## src/rtl/irq_ctrl_reg.sv

```systemverilog
module irq_ctrl_reg #(
  parameter int PINS = 4
) (
  input  logic            clk,
  input  logic            rst_n,
  input  logic            sel,
  input  logic            wr_en,
  input  logic [7:0]      wdata,
  output logic [7:0]      rdata,
  input  logic            tmr_ovf,
  input  logic            ext_evt,
  input  logic            periph_req,
  input  logic [PINS-1:0] port_pins,
  input  logic            port_rd,
  output logic            irq
);
  localparam int B_GIE  = 7;
  localparam int B_PEN  = 6;
  localparam int B_TEN  = 5;
  localparam int B_XEN  = 4;
  localparam int B_CEN  = 3;
  localparam int B_TFL  = 2;
  localparam int B_XFL  = 1;
  localparam int B_CFL  = 0;

  logic [7:0]      ctl;
  logic [PINS-1:0] sync1, sync2, snap;

  wire wr   = sel & wr_en;
  wire mism = |(sync2 ^ snap);

  always_ff @(posedge clk or negedge rst_n)
    if (!rst_n) begin
      sync1 <= '0;
      sync2 <= '0;
      snap  <= '0;
    end else begin
      sync1 <= port_pins;
      sync2 <= sync1;
      if (port_rd) snap <= sync2;
    end

  always_ff @(posedge clk or negedge rst_n)
    if (!rst_n) ctl <= '0;
    else begin
      if (wr) ctl[B_GIE:B_CEN] <= wdata[B_GIE:B_CEN];
      ctl[B_TFL] <= tmr_ovf | (wr ? wdata[B_TFL] : ctl[B_TFL]);
      ctl[B_XFL] <= ext_evt | (wr ? wdata[B_XFL] : ctl[B_XFL]);
      ctl[B_CFL] <= mism    | (wr ? wdata[B_CFL] : ctl[B_CFL]);
    end

  assign rdata = sel ? ctl : 8'h00;

  assign irq = ctl[B_GIE] & ((ctl[B_TEN] & ctl[B_TFL]) |
                             (ctl[B_XEN] & ctl[B_XFL]) |
                             (ctl[B_CEN] & ctl[B_CFL]) |
                             (ctl[B_PEN] & periph_req));
endmodule

```

## config.mk

```make
export PLATFORM = sky130hd
export DESIGN_NAME = irq_ctrl_reg
export DESIGN_NICKNAME = d
export VERILOG_FILES = /design/src/rtl/irq_ctrl_reg.sv
export SDC_FILE = /design/constraint.sdc
export NUM_CORES = 1
export LEC_CHECK = 0
export BUFFER_PORTS_ARGS = -buffer_cell sky130_fd_sc_hd__buf_2
export CELL_PAD_IN_SITES_DETAIL_PLACEMENT = 1
export CELL_PAD_IN_SITES_GLOBAL_PLACEMENT = 1
export CORE_MARGIN = 2
export CORE_UTILIZATION = 39
export CTS_CLUSTER_SIZE = 10
export DETAILED_ROUTE_END_ITERATION = 8
export HOLD_SLACK_MARGIN = 0.05
export PLACE_DENSITY_LB_ADDON = 0.25
export SYNTH_ARGS = -nofsm -noshare
export SYNTH_HDL_FRONTEND = slang
export SYNTH_SLANG_ARGS = --single-unit
```

## constraint.sdc

```tcl
create_clock -name clk -period 3.6 [get_ports clk]
set_clock_uncertainty 0.15 [all_clocks]
set_input_delay 0.54 -clock clk [delete_from_list [all_inputs] [get_ports clk]]
set_output_delay 0.54 -clock clk [all_outputs]
set_load 0.05 [all_outputs]
```

==> results of run 1 <==
[sequential cells by signal (all words and copies together) (netlist names)]
name	count
snap	4
sync2	4
ctl	8
sync1	4
[worst reg2reg max path: cells and delay by family (launching register included)]
| kind | cells | cell delay, ns |
|---|---|---|
| xor+xnor | 1 | 0.16 |
| simple gates | 2 | 0.38 |
| flops | 1 | 0.41 |
[what timing repair did]
| item | in CTS | in global routing |
|---|---|---|
| hold endpoints to repair | 20 | 0 |
| hold buffers | 1 | 0 |
| buffers inserted | 0 | 0 |
[per-layer routing]
| metal | up-vias | global-route usage, % |
|---|---|---|
| li1 | 251 | - |
| met1 | 258 | 18.09 |
| met2 | 16 | 20.32 |
| met3 | 2 | 3.374 |
| met4 | 0 | 7.143 |
| met5 | - | 0 |
[cells in the mapped netlist (all sizes together)]
master and instances:
mux2 9, xor2 4, nand3 2, and2 8
nand2 2, dfrtp 20, buf 1, a22oi 2
a211o 2, and3 2, nor4 1, a21boi 1
[final cells by class]
cell class / count / area share, %
flip-flops and latches: 20 / 49.32
multi-input cells: 33 / 27.37
repair buffers: 29 / 14.80
well taps: 27 / 3.329
clock inverters: 1 / 2.959
clock buffers: 3 / 2.219
[how the worst max path moves through the flow]
stage,endpoint
after floorplan,irq
after global placement,rdata[6]
after detailed placement,rdata[6]
after CTS,irq
after global routing,irq
final,irq
[layout by cell type (no fill, tap or decap)]
cell type and n:
sky130_fd_sc_hd__buf_2 28, sky130_fd_sc_hd__dfrtp_1 20, sky130_fd_sc_hd__and2_1 8, sky130_fd_sc_hd__mux2_2 6, sky130_fd_sc_hd__xor2_1 4, sky130_fd_sc_hd__mux2_4 3
sky130_fd_sc_hd__clkbuf_4 3, sky130_fd_sc_hd__a211o_1 2, sky130_fd_sc_hd__nand3_1 2, sky130_fd_sc_hd__a22oi_1 2, sky130_fd_sc_hd__nand2_2 1, sky130_fd_sc_hd__and3_1 1
sky130_fd_sc_hd__and3_2 1, sky130_fd_sc_hd__nand2_1 1, sky130_fd_sc_hd__nor4_1 1, sky130_fd_sc_hd__a21boi_0 1, sky130_fd_sc_hd__bufinv_16 1, sky130_fd_sc_hd__dlygate4sd3_1 1
[power groups by stage]
| stage | logic, uW | registers [uW] | clock network, uW |
|---|---|---|---|
| CTS | 103 | 257 | 186 |
| detailed placement | 101 | 261 | 0 |
| global route | 109 | 260 | 192 |
| finish | 101 | 257 | 179 |
| global placement | 99.2 | 260 | 0 |
| floorplan | 72.9 | 257 | 0 |
[per-stage QoR]
stage / std cells / hold slack, ns / util (%)
2_1_floorplan: 54 / 0.09441 / -
3_3_place_gp: 108 / 0.1820 / 49.03
3_5_place_dp: 108 / 0.1856 / 49.03
4_1_cts: 113 / 0.1712 / 52.26
5_1_grt: 113 / 0.1614 / 52.26
6_report: 113 / 0.1877 / 52.26
[kinds of logic (layout without fill, tap and decap cells)]
| family | Yosys count | in the layout | share of synthesized area (%) |
|---|---|---|---|
| flip-flops | 20 | 20 | 63.39 |
| AND/OR/NAND/NOR | 15 | 15 | 11.41 |
| multiplexers | 9 | 9 | 14.26 |
| AO/OA/AOI/OAI | 5 | 5 | 5.072 |
| XOR/XNOR | 4 | 4 | 4.437 |
| buffers and inverters | 1 | 33 | 1.426 |
==> impl_metrics.ini, run 1 <==
[setup_path]
critical_path_peak_fanout = 3
worstPathRequired_ns = 2.91
startpoint_type = flop
worstRegToRegCells = 3
critical_path.endpoint_type = output port
timing.rr.end = ctl[0]$_DFF_PN0_
timing.critical_path.from = ctl[0]$_DFF_PN0_
cpLargestDelayFamily = flip-flops
crit_cells = 3
setup.reg_to_reg.worst_slack_ns = 2.38
path_class = reg -> out
worst-endpoint-arrival_ns = 1.29
path_buf_inv = 1
crit_slowest_cell = sky130_fd_sc_hd__dfrtp_1
timing.critical_path.cells = a22oi_1, a21boi_0, buf_2
critical-path-max-stage-delay_ns = 0.41
crit-reg2reg-launch = snap[1]$_DFFE_PN0P_

[route]
m1WireLength_um = 638
wirelength_um = 1450
viasPerCell = 4.664
final_antenna_net_count = 0
vias = 527
drt_first_pass_iters = 3
initialDrtViolationCount = 5
wl_met2_um = 732
routed_length_per_placed_instance_um = 12.83
remaining_design_rule_violation_count = 0
dr.max_layer_used = met4
met3WireLength_um = 74

[cells_and_area]
final_design_area_no_fill_sq_um = 1015
ff_latch_area_sq_um = 500.5
fill_cell_total_of_the_finished_layout = 222
finish.net_count = 107
syn2layout_area_growth_pct = 28.53
post_route_cells_drive_above_1_share_pct = 50.00
multi_input_gate_area_in_the_final_layout_sq_um = 277.8
num_antenna_cells = 0

[yosys]
syn_inst = 54
synth_area_sq_um = 789.5
synth_area_leaders = sky130_fd_sc_hd__dfrtp_1, sky130_fd_sc_hd__mux2_2, sky130_fd_sc_hd__and2_1, sky130_fd_sc_hd__mux2_4, sky130_fd_sc_hd__xor2_1
synth_fp_nets = 74
ys_seq_area_share_pct = 63.39
yosys.area.top_type = sky130_fd_sc_hd__dfrtp_1
number_of_register_bits_inferred_by_synthesis = 20
synth_top_area_share_pct = 63.39
avgSynthCellArea_sq_um = 14.62
synth.lib_cells_used.distinct = 15
synth.yosys.warnings = 0

[floorplan]
design.core.area_sq_um = 1942
io-pin-count = 29
start_util_pct = 40.66
design.die.area_sq_um = 2401
chipWidth_um = 49.00
total_number_of_placement_rows = 16
die_h_um = 49.00

[power_and_ir_drop]
sw_ratio_pct = 26.26
p_clk_share_pct = 33.3
switching_power_uw = 141.0
power_frac_comb_pct = 18.9
report.power.total_uw = 537.1
seq_power_share_pct = 47.8
power.ir.vdd_worst_mv = 0.2581
leakage_uw = 0.0004991
cell_internal_pwr_uw = 396.1
cellPowerDensity_nw_per_um2 = 529.3

[sta]
fin_crit_ns = 1.980
transition_at_the_pin_with_the_smallest_max_transition_slack_ns = 0.4259
finalHoldViolations = 0
slew_headroom_pct = 71.61
setup_viol_count_final = 0
min_period_over_period_pct = 55.00
setup_ws_final_ns = 1.620
setup_tns_ns = 0
finalMaxSlewViolations = 0
unrepaired_setup_endpoints_after_global_routing = no
timing.fmax_ghz = 0.5050

[cts]
cts_h_tree_depth = 1
clock_latency_ns = 0.30
cts_buffers = 3
cts_tree = yes
clock_path_buffers = 2
clock_sink_count = 20
cts_repair_resize_count = 0
ctsRootBufferMaster = sky130_fd_sc_hd__clkbuf_4
clkSlewWorstSetupHoldPaths_ns = 0.11

[min_path]
hold_class = in -> reg
min_to = sync1[3]$_DFF_PN0_
timing.hold.worst_path_depth = 1
timing.hold.worst.start = port_pins[3]

[global_routing]
gr-total-overflow = 0
global_route_wire_length_before_repair_um = 2408
antenna_found_initial = 0
overall_fraction_of_global_route_tracks_in_use_pct = 13.53
first_global_vias = 528
largest_net_degree_at_the_start_of_global_routing = 21

[flow_run]
max_cap_violations = 0

[placed_design]
gp_congestion = 0.6840
preCtsSetupSlack_ns = 1.779
dp.final_hpwl_um = 1082
dpl-instance-area_sq_um = 952.2
port_buffers = 28

[run_status]
status = complete, no violations
No activity file was read; power rests on OpenSTA's default activity.
==> inputs of run 2 (changes only) <==
- CORE_UTILIZATION: 39 -> 33
- clock period: 3.6 -> 1.7 ns (I/O delays scaled with it)
==> impl_metrics.ini, run 2 (synthesized netlist as in run 1, its figures left out) <==
[min_path]
timing.hold.worst_path_depth = 3
hold_class = in -> reg
timing.hold.worst.start = wdata[0]
min_to = ctl[0]$_DFF_PN0_

[floorplan]
design.die.area_sq_um = 2799
io-pin-count = 29
total_number_of_placement_rows = 17
chipWidth_um = 52.91
design.core.area_sq_um = 2233
start_util_pct = 35.35
die_h_um = 52.91

[setup_path]
critical-path-max-stage-delay_ns = 0.42
path_class = reg -> out
cpLargestDelayFamily = flip-flops
critical_path.endpoint_type = output port
worstPathRequired_ns = 1.29
setup.reg_to_reg.worst_slack_ns = 0.48
worstRegToRegCells = 3
startpoint_type = flop
worst-endpoint-arrival_ns = 1.20
crit_slowest_cell = sky130_fd_sc_hd__dfrtp_1
critical_path_peak_fanout = 3
timing.rr.end = ctl[0]$_DFF_PN0_
timing.critical_path.cells = a22oi_1, a21boi_1, clkbuf_4
crit-reg2reg-launch = snap[1]$_DFFE_PN0P_
path_buf_inv = 1

[cells_and_area]
num_antenna_cells = 0
final_common_cell = sky130_fd_sc_hd__buf_2
largest_reg_flops = 8
finish.net_count = 118
post_route_cells_drive_above_1_share_pct = 45.36
final_design_area_no_fill_sq_um = 1134
syn2layout_area_growth_pct = 43.58
top_library_cells_by_usage_in_the_layout_fill_and_taps_aside = sky130_fd_sc_hd__buf_2, sky130_fd_sc_hd__dfrtp_1, sky130_fd_sc_hd__dlygate4sd3_1
max_flop_register = ctl

[cts]
clock_sink_count = 20
ctsRootBufferMaster = sky130_fd_sc_hd__clkbuf_4
cts_buffers = 3
cts_setup_buffers = 0
cts_tree = yes
clock_latency_ns = 0.30
cts_h_tree_depth = 1
clkSlewWorstSetupHoldPaths_ns = 0.10
clock_path_buffers = 2

[route]
wirelength_um = 1612
vias = 572
routed_length_per_placed_instance_um = 12.90
drt_first_pass_iters = 1
viasPerCell = 4.576
final_antenna_net_count = 0
initialDrtViolationCount = 0
remaining_design_rule_violation_count = 0

[global_routing]
grt_busiest_layer = met2
global_route_wire_length_before_repair_um = 2808
grt_use_met1_pct = 15.36
overall_fraction_of_global_route_tracks_in_use_pct = 14.30
gr-total-overflow = 0
antenna_found_initial = 0
globalRouteMet2Util_pct = 26.25
met3_usage_pct = 5.085
first_global_vias = 635
largest_net_degree_at_the_start_of_global_routing = 21

[power_and_ir_drop]
power.ir.vdd_worst_mv = 0.6260
cellPowerDensity_nw_per_um2 = 1027
sw_ratio_pct = 26.14
p_clk_share_pct = 32.8
power_frac_comb_pct = 20.4
cell_internal_pwr_uw = 859.4
leakage_uw = 0.0005462
seq_power_share_pct = 46.8
switching_power_uw = 304.2

[sta]
setup_tns_ns = 0
min_period_over_period_pct = 94.46
setup_viol_count_final = 0
finalMaxSlewViolations = 0
slew_headroom_pct = 70.82
fin_crit_ns = 1.606
finalHoldViolations = 0
timing.fmax_ghz = 0.6228
transition_at_the_pin_with_the_smallest_max_transition_slack_ns = 0.4378
unrepaired_setup_endpoints_after_global_routing = no

[placed_design]
gp_congestion = 0.6975
port_buffers = 28
dpl-instance-area_sq_um = 953.4

[run_status]
status = complete, no violations

[flow_run]
max_cap_violations = 0
==> run 2: changes by cell type in the layout (fill, tap and decap cells not counted) <==
cell and delta:
sky130_fd_sc_hd__a22oi_2 +1, sky130_fd_sc_hd__a21boi_1 +1, sky130_fd_sc_hd__dlygate4sd3_1 +11, sky130_fd_sc_hd__clkbuf_4 +1
sky130_fd_sc_hd__a22oi_1 -1, sky130_fd_sc_hd__a21boi_0 -1, sky130_fd_sc_hd__buf_2 -1
==> run 2: tightest hold or removal path, stage by stage <==
cell and delay, ns:
sky130_fd_sc_hd__buf_2 0.08, sky130_fd_sc_hd__nand3_1 0.07, sky130_fd_sc_hd__nand3_1 0.08
==> run 2: cell type report <==
class                   instances  area, sq um
repair buffers                 40        262.8
flip-flops and latches         20        500.5
clock buffers                   3        22.52
well taps                      28        35.03
fillers                       249         1100
clock inverters                 1        30.03
multi-input cells              33        282.8
==> run 2: per-layer routing <==
layer / part of all wire [%] / wire [um] / vias to the layer above
li1: - / - / 272
met1: 40 / 639 / 284
met2: 56 / 899 / 16
met3: 4.5 / 73 / 0
met4: 0 / 0 / 0
met5: 0 / 0 / -
==> run 2: worst max path at each step <==
stage	start	end	slack (ns)	cells past startpoint
floorplan	ctl[1]$_DFF_PN0_	irq	0.10	2
global placement	ctl[0]$_DFF_PN0_	irq	0.41	3
detailed placement	ctl[1]$_DFF_PN0_	irq	0.41	3
CTS	ctl[1]$_DFF_PN0_	irq	0.06	3
global route	ctl[0]$_DFF_PN0_	irq	0.002	3
finish	ctl[0]$_DFF_PN0_	irq	0.09	3
==> run 2: power by group through the flow <==
stage          clock network (uW)  registers [uW]  logic, uW
4_1_cts                       396             543        236
6_report                      382             544        238
3_5_place_dp                    0             553        214
5_1_grt                       416             550        256
2_1_floorplan                   0             544        155
3_3_place_gp                    0             551        213
==> run 2: timing repair <==
item / 4_1_cts / 5_1_grt
hold buffers: 12 / 0
endpoints found under the setup margin: 0 / 1
hold endpoints to repair: 31 / 0
gates resized for setup: 0 / 2
==> run 2: stage by stage <==
stage          utilization [%]  power, uW  hold WS, ns  instances  setup WS (ns)
2_1_floorplan                -      699.0      -0.1906         54         0.1041
3_3_place_gp             42.69      763.3      0.07053        109         0.4114
3_5_place_dp             42.69      767.3      0.07776        109         0.4060
4_1_cts                  50.42       1175      0.05928        125        0.06105
5_1_grt                  50.76       1222      0.06870        125       0.001596
6_report                 50.76       1164      0.06576        125        0.09424
==> inputs of run 3 (changes only) <==
- RECOVER_POWER: default -> 50
==> impl_metrics.ini, run 3 (synthesized netlist as in run 1, its figures left out) <==
[floorplan]
chipWidth_um = 52.91
die_h_um = 52.91
start_util_pct = 35.35
design.core.area_sq_um = 2233
design.die.area_sq_um = 2799
total_number_of_placement_rows = 17
io-pin-count = 29

[cells_and_area]
syn2layout_area_growth_pct = 43.58
num_antenna_cells = 0
final_common_cell = sky130_fd_sc_hd__buf_2
post_route_cells_drive_above_1_share_pct = 45.36
largest_reg_flops = 8
finish.net_count = 118
fraction_of_the_core_area_covered_by_cells_at_the_end_of_the_flow_pct = 50.76
top_library_cells_by_usage_in_the_layout_fill_and_taps_aside = sky130_fd_sc_hd__buf_2, sky130_fd_sc_hd__dfrtp_1, sky130_fd_sc_hd__dlygate4sd3_1
fill_cell_total_of_the_finished_layout = 249
max_flop_register = ctl

[power_and_ir_drop]
leakage_uw = 0.0005465
cellPowerDensity_nw_per_um2 = 1026
power.ir.vdd_worst_mv = 0.6259

[route]
final_antenna_net_count = 0
vias = 572
drt_first_pass_iters = 1
viasPerCell = 4.576
wirelength_um = 1611
remaining_design_rule_violation_count = 0
routed_length_per_placed_instance_um = 12.89
initialDrtViolationCount = 0

[global_routing]
met3_usage_pct = 5.085
first_global_vias = 635
grt_busiest_layer = met2
antenna_found_initial = 0
global_route_wire_length_before_repair_um = 2808
grt_use_met1_pct = 15.36
gr-total-overflow = 0
largest_net_degree_at_the_start_of_global_routing = 21
overall_fraction_of_global_route_tracks_in_use_pct = 14.30
globalRouteMet2Util_pct = 26.25

[sta]
unrepaired_setup_endpoints_after_global_routing = no
min_period_over_period_pct = 94.46
slew_headroom_pct = 67.56
fin_crit_ns = 1.606
transition_at_the_pin_with_the_smallest_max_transition_slack_ns = 0.4867
finalHoldViolations = 0
timing.fmax_ghz = 0.6228
setup_viol_count_final = 0
setup_tns_ns = 0
finalMaxSlewViolations = 0

[cts]
cts_setup_buffers = 0
cts_h_tree_depth = 1
clock_latency_ns = 0.30
cts_buffers = 3
ctsRootBufferMaster = sky130_fd_sc_hd__clkbuf_4
clock_path_buffers = 2
clkSlewWorstSetupHoldPaths_ns = 0.10
clock_sink_count = 20
cts_tree = yes

[min_path]
hold_class = in -> reg
timing.hold.worst.start = wdata[0]

[setup_path]
worst-endpoint-arrival_ns = 1.20
startpoint_type = flop
worstPathRequired_ns = 1.29
critical_path_peak_fanout = 3
timing.critical_path.from = ctl[0]$_DFF_PN0_
crit-reg2reg-launch = snap[1]$_DFFE_PN0P_
path_class = reg -> out
critical_path.endpoint_type = output port

[placed_design]
port_buffers = 28
gp_congestion = 0.6975

[flow_run]
max_cap_violations = 0

[run_status]
status = complete, no violations
[run 3: where the power goes]
part	internal (uW)	switching [uW]	total, uW
Clock	238	143	382
Sequential	516	28.3	544
Combinational	105	133	238
Total	859	304	1160
[run 3: worst max-delay path: stages, from the launching register on]
cell,delay [ns]
sky130_fd_sc_hd__dfrtp_1,0.42
sky130_fd_sc_hd__a22oi_1,0.19
sky130_fd_sc_hd__a21boi_1,0.08
sky130_fd_sc_hd__clkbuf_4,0.21
[run 3: final cells by class]
| cell class | instances | area (sq um) | share of cell area [%] |
|---|---|---|---|
| Sequential cell | 20 | 500.5 | 44.15 |
| Multi-Input combinational cell | 33 | 282.8 | 24.94 |
| Timing Repair Buffer | 40 | 262.8 | 23.18 |
| Tap cell | 28 | 35.03 | 3.091 |
| Clock inverter | 1 | 30.03 | 2.649 |
| Clock buffer | 3 | 22.52 | 1.987 |
[run 3: path summary, 6_finish.rpt]
| kind | endpoint | slack (ns) | cells past startpoint |
|---|---|---|---|
| worst max-delay path | irq | 0.09 | 3 |
| max in group asynchronous | sync1[2]$_DFF_PN0_ | 0.77 | 2 |
| worst min register to register | sync2[1]$_DFF_PN0_ | 0.21 | 0 |
| min in group asynchronous | ctl[7]$_DFFE_PN0P_ | 0.29 | 2 |
| worst min-delay path | ctl[0]$_DFF_PN0_ | 0.07 | 3 |
| worst max register to register | ctl[0]$_DFF_PN0_ | 0.48 | 3 |
[run 3: routing by layer]
layer	vias to the layer above	routed length (um)
met2	16	899
met4	0	0
met1	284	638
met3	0	73
met5	-	0
li1	272	-
[run 3: per-stage QoR]
step	area (sq um)	std cells	setup WS, ns	hold WS, ns	power, uW
6_report	1134	125	0.09424	0.06576	1164
5_1_grt	1134	125	0.001596	0.06870	1222
4_1_cts	1126	125	0.06105	0.05928	1175
3_5_place_dp	953.4	109	0.4060	0.07776	767.3
3_3_place_gp	953.4	109	0.4114	0.07053	763.3
2_1_floorplan	789.5	54	0.1041	-0.1906	699.0
[run 3: timing repair]
item	CTS	global route
hold endpoints to repair	31	0
setup endpoints to repair	0	1
hold buffers	12	0
resized for setup	0	2
